`config.mk`:
```
export PLATFORM = sky130hd
export DESIGN_NAME = tlbtok_top
export DESIGN_NICKNAME = d
export VERILOG_FILES = /design/src/rtl/tlbtok_pkg.sv /design/src/rtl/tlbtok_store.sv /design/src/rtl/tlbtok_arb.sv /design/src/rtl/tlbtok_alloc.sv /design/src/rtl/tlbtok_top.sv
export SDC_FILE = /design/constraint.sdc
export NUM_CORES = 1
export LEC_CHECK = 0
export BUFFER_PORTS_ARGS = -buffer_cell sky130_fd_sc_hd__buf_2
export CAP_MARGIN = 30
export CORE_ASPECT_RATIO = 0.6
export CORE_MARGIN = 10
export CORE_UTILIZATION = 45
export DETAILED_ROUTE_END_ITERATION = 8
export PLACE_DENSITY = 0.61
export RECOVER_POWER = 50
export SYNTH_ARGS = -nofsm -noshare
export SYNTH_HDL_FRONTEND = slang
export SYNTH_SLANG_ARGS = --single-unit
```
`constraint.sdc`:
```
create_clock -name clk -period 5.7 [get_ports clk]
set_clock_uncertainty 0.1 [all_clocks]
set_input_delay 1.425 -clock clk [delete_from_list [all_inputs] [get_ports clk]]
set_output_delay 1.425 -clock clk [all_outputs]
set_load 0.01 [all_outputs]
```
`src/rtl/tlbtok_pkg.sv`:
```
package tlbtok_pkg;

  // Next token count from one epoch's hit/miss totals; thresholds are ratios
  // hi_num/den and lo_num/den compared by cross-multiplication.
  function automatic int unsigned next_tokens(
    input int unsigned cur,
    input int unsigned hits,
    input int unsigned misses,
    input int unsigned hi_num,
    input int unsigned lo_num,
    input int unsigned den,
    input int unsigned step,
    input int unsigned max_tok
  );
    int unsigned total;
    total = hits + misses;
    if (total == 0) return cur;
    if (misses * den > hi_num * total) return (cur > step) ? cur - step : 1;
    if (misses * den < lo_num * total) return (cur + step > max_tok) ? max_tok : cur + step;
    return cur;
  endfunction

endpackage

```
`src/rtl/tlbtok_store.sv`:
```
module tlbtok_store #(
  parameter int ENTRIES = 4,
  parameter int TAG_W   = 9,
  parameter int PPN_W   = 8
) (
  input  logic             clk,
  input  logic             rst_n,
  input  logic [TAG_W-1:0] lk_tag,
  input  logic             lk_touch,
  output logic             lk_hit,
  output logic [PPN_W-1:0] lk_ppn,
  input  logic             wr_en,
  input  logic [TAG_W-1:0] wr_tag,
  input  logic [PPN_W-1:0] wr_ppn
);
  localparam int IW = (ENTRIES > 1) ? $clog2(ENTRIES) : 1;
  localparam logic [IW-1:0] OLDEST = IW'(ENTRIES - 1);

  logic [ENTRIES-1:0] vld_q;
  logic [TAG_W-1:0]   tag_q [ENTRIES];
  logic [PPN_W-1:0]   ppn_q [ENTRIES];
  logic [IW-1:0]      age_q [ENTRIES];

  logic [IW-1:0] lk_idx, match_idx, free_idx, old_idx, wr_idx, touch_idx;
  logic          wr_match, have_free, touch_en;

  always_comb begin
    lk_hit = 1'b0; lk_idx = '0; lk_ppn = '0;
    wr_match = 1'b0; match_idx = '0;
    have_free = 1'b0; free_idx = '0; old_idx = '0;
    for (int i = ENTRIES - 1; i >= 0; i--) begin
      if (vld_q[i] && tag_q[i] == lk_tag) begin
        lk_hit = 1'b1; lk_idx = IW'(i); lk_ppn = ppn_q[i];
      end
      if (vld_q[i] && tag_q[i] == wr_tag) begin
        wr_match = 1'b1; match_idx = IW'(i);
      end
      if (!vld_q[i]) begin
        have_free = 1'b1; free_idx = IW'(i);
      end
      if (age_q[i] == OLDEST) old_idx = IW'(i);
    end
    wr_idx    = wr_match ? match_idx : (have_free ? free_idx : old_idx);
    touch_en  = wr_en | (lk_touch & lk_hit);
    touch_idx = wr_en ? wr_idx : lk_idx;
  end

  always_ff @(posedge clk) begin
    if (!rst_n) begin
      for (int i = 0; i < ENTRIES; i++) begin
        vld_q[i] <= 1'b0;
        tag_q[i] <= '0;
        ppn_q[i] <= '0;
        age_q[i] <= IW'(i);
      end
    end else begin
      if (wr_en) begin
        vld_q[wr_idx] <= 1'b1;
        tag_q[wr_idx] <= wr_tag;
        ppn_q[wr_idx] <= wr_ppn;
      end
      if (touch_en) begin
        for (int i = 0; i < ENTRIES; i++) begin
          if (IW'(i) == touch_idx) age_q[i] <= '0;
          else if (age_q[i] < age_q[touch_idx]) age_q[i] <= age_q[i] + 1'b1;
        end
      end
    end
  end
endmodule

```
`src/rtl/tlbtok_arb.sv`:
```
module tlbtok_arb #(
  parameter int WARP_W = 3,
  parameter int TOK_W  = 4
) (
  input  logic              v0,
  input  logic              v1,
  input  logic [WARP_W-1:0] w0,
  input  logic [WARP_W-1:0] w1,
  input  logic [TOK_W-1:0]  tok_cnt,
  output logic              holds0,
  output logic              holds1,
  output logic [1:0]        grant
);
  always_comb begin
    holds0 = TOK_W'(w0) < tok_cnt;
    holds1 = TOK_W'(w1) < tok_cnt;
    if (v0 && v1) grant = (holds1 && !holds0) ? 2'b10 : 2'b01;
    else          grant = {v1 & ~v0, v0};
  end
endmodule

```
`src/rtl/tlbtok_alloc.sv`:
```
module tlbtok_alloc
  import tlbtok_pkg::*;
#(
  parameter int NUM_WARPS = 8,
  parameter int TOK_W     = 4,
  parameter int CNT_W     = 16,
  parameter int HI_NUM    = 4,
  parameter int LO_NUM    = 1,
  parameter int RATE_DEN  = 8,
  parameter int STEP      = 2
) (
  input  logic             clk,
  input  logic             rst_n,
  input  logic             lk_fire,
  input  logic             lk_hit,
  input  logic             epoch_tick,
  output logic [TOK_W-1:0] token_cnt
);
  logic [CNT_W-1:0] hit_cnt, miss_cnt;
  logic             hit_ev, miss_ev;

  assign hit_ev  = lk_fire & lk_hit;
  assign miss_ev = lk_fire & ~lk_hit;

  always_ff @(posedge clk) begin
    if (!rst_n) begin
      hit_cnt   <= '0;
      miss_cnt  <= '0;
      token_cnt <= TOK_W'(NUM_WARPS);
    end else if (epoch_tick) begin
      token_cnt <= TOK_W'(next_tokens(32'(token_cnt), 32'(hit_cnt), 32'(miss_cnt),
                                      HI_NUM, LO_NUM, RATE_DEN, STEP, NUM_WARPS));
      hit_cnt   <= CNT_W'(hit_ev);
      miss_cnt  <= CNT_W'(miss_ev);
    end else begin
      if (hit_ev && hit_cnt != '1)   hit_cnt  <= hit_cnt + 1'b1;
      if (miss_ev && miss_cnt != '1) miss_cnt <= miss_cnt + 1'b1;
    end
  end
endmodule

```
`src/rtl/tlbtok_top.sv`:
```
module tlbtok_top #(
  parameter int NUM_WARPS    = 8,
  parameter int APP_W        = 1,
  parameter int VPN_W        = 8,
  parameter int PPN_W        = 8,
  parameter int MAIN_ENTRIES = 4,
  parameter int BYP_ENTRIES  = 2,
  parameter int CNT_W        = 16,
  parameter int HI_NUM       = 4,
  parameter int LO_NUM       = 1,
  parameter int RATE_DEN     = 8,
  parameter int STEP         = 2,
  localparam int WARP_W      = $clog2(NUM_WARPS),
  localparam int TOK_W       = $clog2(NUM_WARPS + 1)
) (
  input  logic              clk,
  input  logic              rst_n,
  input  logic              lk0_valid,
  input  logic [WARP_W-1:0] lk0_warp,
  input  logic [APP_W-1:0]  lk0_app,
  input  logic [VPN_W-1:0]  lk0_vpn,
  input  logic              lk1_valid,
  input  logic [WARP_W-1:0] lk1_warp,
  input  logic [APP_W-1:0]  lk1_app,
  input  logic [VPN_W-1:0]  lk1_vpn,
  output logic [1:0]        lk_grant,
  output logic              rsp_valid,
  output logic              rsp_chan,
  output logic              rsp_hit,
  output logic [PPN_W-1:0]  rsp_ppn,
  input  logic              fill_valid,
  input  logic [WARP_W-1:0] fill_warp,
  input  logic [APP_W-1:0]  fill_app,
  input  logic [VPN_W-1:0]  fill_vpn,
  input  logic [PPN_W-1:0]  fill_ppn,
  input  logic              epoch_tick,
  output logic [TOK_W-1:0]  token_count
);
  localparam int TAG_W = APP_W + VPN_W;

  // Named internal events, also observed by the bound checker.
  logic             tok0, tok1, lk_fire, lk_hit;
  logic             fill_token, fill_to_main, fill_to_byp;
  logic [TAG_W-1:0] lk_tag, wr_tag;
  logic             main_hit, byp_hit;
  logic [PPN_W-1:0] main_ppn, byp_ppn, lk_ppn;

  tlbtok_arb #(.WARP_W(WARP_W), .TOK_W(TOK_W)) arb_i (
    .v0(lk0_valid), .v1(lk1_valid), .w0(lk0_warp), .w1(lk1_warp),
    .tok_cnt(token_count), .holds0(tok0), .holds1(tok1), .grant(lk_grant)
  );

  assign lk_fire      = |lk_grant;
  assign lk_tag       = lk_grant[1] ? {lk1_app, lk1_vpn} : {lk0_app, lk0_vpn};
  assign wr_tag       = {fill_app, fill_vpn};
  assign fill_token   = TOK_W'(fill_warp) < token_count;
  assign fill_to_main = fill_valid & fill_token;
  assign fill_to_byp  = fill_valid & ~fill_token;
  assign lk_hit       = main_hit | byp_hit;
  assign lk_ppn       = main_hit ? main_ppn : (byp_hit ? byp_ppn : '0);

  tlbtok_store #(.ENTRIES(MAIN_ENTRIES), .TAG_W(TAG_W), .PPN_W(PPN_W)) main_i (
    .clk(clk), .rst_n(rst_n), .lk_tag(lk_tag), .lk_touch(lk_fire),
    .lk_hit(main_hit), .lk_ppn(main_ppn),
    .wr_en(fill_to_main), .wr_tag(wr_tag), .wr_ppn(fill_ppn)
  );

  tlbtok_store #(.ENTRIES(BYP_ENTRIES), .TAG_W(TAG_W), .PPN_W(PPN_W)) byp_i (
    .clk(clk), .rst_n(rst_n), .lk_tag(lk_tag), .lk_touch(lk_fire),
    .lk_hit(byp_hit), .lk_ppn(byp_ppn),
    .wr_en(fill_to_byp), .wr_tag(wr_tag), .wr_ppn(fill_ppn)
  );

  tlbtok_alloc #(
    .NUM_WARPS(NUM_WARPS), .TOK_W(TOK_W), .CNT_W(CNT_W), .HI_NUM(HI_NUM),
    .LO_NUM(LO_NUM), .RATE_DEN(RATE_DEN), .STEP(STEP)
  ) alloc_i (
    .clk(clk), .rst_n(rst_n), .lk_fire(lk_fire), .lk_hit(lk_hit),
    .epoch_tick(epoch_tick), .token_cnt(token_count)
  );

  always_ff @(posedge clk) begin
    if (!rst_n) begin
      rsp_valid <= 1'b0;
      rsp_chan  <= 1'b0;
      rsp_hit   <= 1'b0;
      rsp_ppn   <= '0;
    end else begin
      rsp_valid <= lk_fire;
      rsp_chan  <= lk_grant[1];
      rsp_hit   <= lk_fire & lk_hit;
      rsp_ppn   <= lk_fire ? lk_ppn : '0;
    end
  end
endmodule

```
==> run metrics, run 1 <==
ANT nets after route=0; first-pass GRT wire length=~63000 um; die footprint=around 35000 um2; Final Hold Vio Count=0; final setup fails=0; die height=~150 um; post-CTS sizing=0; vias=between 10000 and 15000; routability congestion estimate=about 0.96; critical path type=in -> reg; Hold Path Stages=2; Hold Path Class=reg -> reg; Slew HR=-0.502%; final setup margin=approximately 0.27 ns; Synth Net Count=1507; Crit path top cell by count=a21oi_1; Row Count=46; Post-synth EDFFs=about 110; antenna violations before repair=0; total grt overflow=0; CP startpoint=fill_warp[1]; Layout area overhead=10.9%; WP data arrival=between 5 and 6 ns; hold_sp=main_i.ppn_q[1][4]; fmax=0.184 GHz; highest-count cells in the layout ignoring fill and taps=edfxtp_1, nor2_1, nand2_1; layout cell share with drive strength beyond 1=10.9%; DRT iter0 DRCs=~1400; Avg Cell Area, Syn=between 8 and 9 um2; Synth Flop Type=edfxtp_1; I/O Buffers=66; Critical Path End Type=flop; status=complete, but fails checks; worst path required time=roughly 5.7 ns; worst r2r src=alloc_i.miss_cnt[1]; Max FO, Critical Path=18; vias per cell=6.17; hold path endpoint=rsp_ppn[4]; min Tclk post-route=approximately 5.4 ns; post-CTS setup buffer count=0; Register-to-Register Setup Slack=roughly 0.56 ns; Total Wirelength=approximately 42000 um; Worst-path clk slew=approximately 0.07 ns; Critical Path, Cell by Cell=buf_2 -> ha_1 -> a21o_1 -> a21oi_1 -> o21ai_0 -> clkbuf_1 -> nor2_1 -> clkbuf_1 -> a21oi_1 -> a21oi_1 -> inv_1 -> o311ai_0; Slew Viols, Final=1; DRC errors left=0; filler instances=~2500; setup tns final=0 ns; reg2reg path depth=20; core area=~27000 um2; Worst-Skew Late Latency=~0.45 ns; Sinks on Clock Net=approximately 170; failing checks=max-capacitance violations, max-slew violations; RSZ-0062 raised after global routing=no; CTS tree=built; initial core utilization=a little under half; Cell variety after synth=90; via count of the first global-routing pass=roughly 10000; CP Launch Type=input port; Root Driver=clkbuf_16; critical path's slowest cell=clkbuf_1; ant diodes=0; hold_buf cts=0; GRT Util Overall=23.8%; Final Net Count=about 1600; Yosys warning total=0; asr flop ratio synth=0%; 1st-pass router iterations=5; estimated wirelength of the detail-placed design=32900 um; largest net degree at the start of global routing=32; routed length per instance=between 20 and 25 um; Chip Width=approximately 230 um; pre-CTS setup slack=about 0.034 ns; Peak VDD IR=between 150 and 200 uV; Max-Cap Viols=1; IO Count=between 60 and 70; Syn Inst Count=roughly 1400; sequential area share after synthesis=a little over a third; leakage=around 5.3 nW; maximum clock path buffer count=2; Period Utilization, post-route=between 90% and 100%; Mapped Area=12400 um2; H-tree depth=4; Worst Tran Pin Value=about 1.5 ns; Pwr Density=roughly 230 nW/um2; commonest non-fill, non-tap cell in the layout=edfxtp_1; Seq cells post-synth=165; CTS Buf Count=17; Max stage delay on crit path=0.82 ns
[metrics by stage]
stage	std cells	cell area, um2	power [mW]	utilization [%]	hold WS [ns]
after detailed placement	1796	13200	1.99	49.4	0.433
after CTS	1828	13800	3.12	51.5	0.449
after global routing	1828	13700	3.23	51.3	0.470
after floorplan	1395	12400	1.79	-	0.367
after global placement	1796	13200	1.99	49.4	0.424
final	1828	13700	3.11	51.3	0.447
[worst max path at each step]
stage               cells past startpoint            endpoint
global placement                       13  main_i.age_q[0][0]
floorplan                              11  main_i.age_q[0][0]
CTS                                    13  main_i.age_q[0][1]
finish                                 12  main_i.age_q[0][1]
global route                           12  main_i.age_q[0][1]
detailed placement                     13  main_i.age_q[0][1]
[cell type report]
class                      instances  area [um2]  share of cell area [%]
multi-input combinational       1078        7350                    53.5
inverter                          79         297                    2.16
timing repair buffer             114         641                    4.67
clock inverter                    14         138                    1.00
clock buffer                      18         429                    3.13
tap                              360         450                    3.28
sequential                       165        4420                    32.2
[Yosys cell counts (6+ instances only)]
cell type | count | area (um2)
mux2_2 | 11 | 124
buf_4 | 7 | 52.6
a31o_2 | 6 | 52.6
or3_1 | 16 | 100
dfxtp_1 | 53 | 1060
a31oi_1 | 11 | 68.8
o211ai_1 | 7 | 52.6
nand3_1 | 38 | 190
inv_1 | 79 | 297
a221oi_1 | 6 | 52.6
clkbuf_1 | 41 | 154
a21o_1 | 25 | 188
nor2_1 | 108 | 405
xor2_1 | 59 | 517
nand3b_1 | 7 | 52.6
xnor2_1 | 73 | 639
a211o_1 | 6 | 52.6
or4_1 | 11 | 82.6
ha_1 | 61 | 763
o31ai_1 | 12 | 90.1
a21oi_1 | 82 | 410
nor3b_1 | 9 | 67.6
edfxtp_1 | 112 | 3360
and2_1 | 72 | 450
o21a_1 | 8 | 60.1
nand2b_1 | 16 | 100
o21ai_0 | 52 | 260
a22oi_1 | 12 | 90.1
nor2b_1 | 31 | 194
nor3_1 | 32 | 160
nand4_1 | 34 | 213
or2_2 | 6 | 37.5
o221ai_1 | 15 | 131
nand2_1 | 89 | 334
buf_2 | 20 | 100
and3_1 | 19 | 119
nor4_1 | 27 | 169
a211oi_1 | 7 | 52.6
[registers in the layout (all words and copies together) (netlist names), 2 cells and up, named ones only]
| signal | count |
|---|---|
| byp_i.ppn_q | 16 |
| byp_i.age_q | 2 |
| alloc_i.hit_cnt | 16 |
| main_i.tag_q | 36 |
| alloc_i.miss_cnt | 16 |
| byp_i.vld_q | 2 |
| main_i.vld_q | 4 |
| byp_i.tag_q | 18 |
| rsp_ppn | 8 |
| main_i.ppn_q | 32 |
| main_i.age_q | 8 |
[layer usage]
layer  vias to the layer above  part of all wire [%]  global-route usage, %
li1                       5243                     -                      -
met1                      5390                    48                   36.9
met2                       606                    37                   29.7
met3                        46                    13                   9.27
met4                         0                   1.3                   4.37
met5                         -                     0                      0
[critical path, delay by kind of cell]
| kind | cells | cell delay (ns) |
|---|---|---|
| buffers and inverters | 4 | 1.33 |
| adders and majority gates | 1 | 0.28 |
| and+or+nand+nor | 1 | 0.10 |
| AOI/OAI and AO/OA | 6 | 2.27 |
[report_power, final]
group	internal, mW	switching, mW	total, mW
Combinational	0.204	0.370	0.574
Sequential	1.34	0.0669	1.41
Clock	0.576	0.552	1.13
[cells by family (layout without fill, tap and decap cells)]
family	Yosys count	in the layout	share of synthesized area, %
and+or+nand+nor	532	532	23.0
muxes	16	16	1.40
adders and majority gates	64	64	6.50
DFF	165	165	35.7
buffers and inverters	152	225	5.02
AOI/OAI and AO/OA	334	334	19.0
xor gates and xnor gates	132	132	9.34
No activity file was read; power rests on OpenSTA's default activity.
==> run 2: changes to the inputs <==
- RECOVER_POWER: 50 -> 25
==> run 2 against run 1 <==
The flow now finishes without violations. Register-to-register slack improved by 0.02 ns. Global-route usage unchanged. Maximum frequency grew 0.36%. Non-clock buffer count stayed put. Clock power is essentially flat. Sequential share of layout area is essentially flat. Routed wire length down 0.30%. Largest cell class unchanged. Power barely moved.
==> run metrics, run 2 (synthesis results as in run 1) <==
cell area after layout=approximately 14000 um2; crit path buf inv count=4; Worst Tran Pin Value=1.41 ns; Sinks on Clock Net=about 170; total grt overflow=0; total power draw=3.11 mW; max reg flops=36; routed length per instance=approximately 23 um; highest-count cells in the layout ignoring fill and taps=edfxtp_1, nor2_1, nand2_1; Crit path top cell by count=a21oi_1; Cell Count, Final, Fillers Out=about 1800; Final Net Count=~1600; IO Count=between 60 and 70; Largest regs=main_i.tag_q: 36 flops, main_i.ppn_q: 32 flops, byp_i.tag_q: 18 flops; die height=148 um; Period Utilization, post-route=a little over nine tenths; dpl cell area=13200 um2; Row Count=between 40 and 50; core area=roughly 27000 um2; GRT Util Overall=23.8%; Total Wirelength=~42000 um; Pwr Density=~230 nW/um2; H-tree depth=4; DRT iter0 DRCs=~1500; first-pass GRT wire length=about 63000 um; Slew HR=under 10%; antenna violations before repair=0; Critical Path, Cell by Cell=buf_2 -> ha_1 -> a21o_1 -> a21oi_1 -> o21ai_0 -> clkbuf_1 -> nor2_1 -> clkbuf_1 -> a21oi_1 -> a21oi_1 -> inv_1 -> o311ai_0; Max-Cap Viols=0; Largest Register=main_i.tag_q; ant diodes=0; Hold Path Class=reg -> reg; vias=around 11000; CP top delay family=compound AO/OA/AOI/OAI gates; DRC errors left=0; RSZ-0062 raised after global routing=no; Peak VDD IR=roughly 190 uV; Fin Hold WS=roughly 0.45 ns; min Tclk post-route=between 5 and 6 ns; Worst-Skew Late Latency=approximately 0.45 ns; via count of the first global-routing pass=10300; Critical Path End Type=flop; maximum clock path buffer count=2; Layout area overhead=11.0%; critical path type=in -> reg; WP data arrival=~5.4 ns; filler instances=~2500; routability congestion estimate=0.960; estimated wirelength of the detail-placed design=between 30000 and 40000 um; layout cell share with drive strength beyond 1=~11%; Root Driver=clkbuf_16; CTS Buf Count=17; post-CTS setup buffer count=0; Worst-path clk slew=0.07 ns; hold_buf cts=0; post-CTS sizing=0; Inst Count DP=1796; critical path's slowest cell=clkbuf_1; vias per cell=about 6.2; Max stage delay on crit path=between 0.8 and 0.9 ns; commonest non-fill, non-tap cell in the layout=edfxtp_1; final setup fails=0; Slew Viols, Final=0; die footprint=34800 um2; CP Launch Type=input port; CTS tree=built; initial core utilization=46.3%; ANT nets after route=0; Max FO, Critical Path=18; fmax=roughly 0.18 GHz; worst path required time=around 5.7 ns; status=finished clean; leakage=5.36 nW; I/O Buffers=66; largest net degree at the start of global routing=32; setup tns final=0 ns; Final Hold Vio Count=0; 1st-pass router iterations=6; Chip Width=around 230 um
## run 2: changes by cell type in the layout (fill, tap and decap cells not counted), sizes merged
cell,before,now
clkbuf,42,36
buf,90,96
## run 2: layer usage
layer  global-route usage (%)  wire (um)  up-vias
met3                     9.27       5590       48
met1                     36.9      20300     5362
met5                        0          0        -
met2                     29.7      15600      608
met4                     4.37        563        0
li1                         -          -     5237
## run 2: worst paths after layout
check	startpoint	endpoint	slack (ns)	cells after the start
max	fill_warp[1]	main_i.age_q[0][1]	0.29	12
min	byp_i.vld_q[1]	byp_i.vld_q[1]	0.45	1
max reg2reg	alloc_i.miss_cnt[1]	flop	0.58	20
min reg2reg	byp_i.vld_q[1]	byp_i.vld_q[1]	0.45	1
## run 2: power by group
part           switching, mW  leakage (nW)  internal [mW]
combinational          0.371          3.51          0.207
sequential            0.0669          1.58           1.34
clock                  0.548         0.267          0.576
total                  0.985          5.36           2.12
## run 2: per-stage QoR
stage / worst slack (ns) / utilization, %
floorplan: 0.618 / -
global placement: 0.203 / 49.4
detailed placement: 0.0343 / 49.4
CTS: 0.513 / 51.5
global route: 0.0881 / 51.4
finish: 0.294 / 51.4
## run 2: layout make-up
cell class	count	area [um2]	area share (%)
repair buffers	114	661	4.81
well taps	360	450	3.28
inverters	79	297	2.16
flip-flops and latches	165	4420	32.2
clock buffers	18	429	3.12
multi-input cells	1078	7350	53.4
clock inverters	14	138	1.00
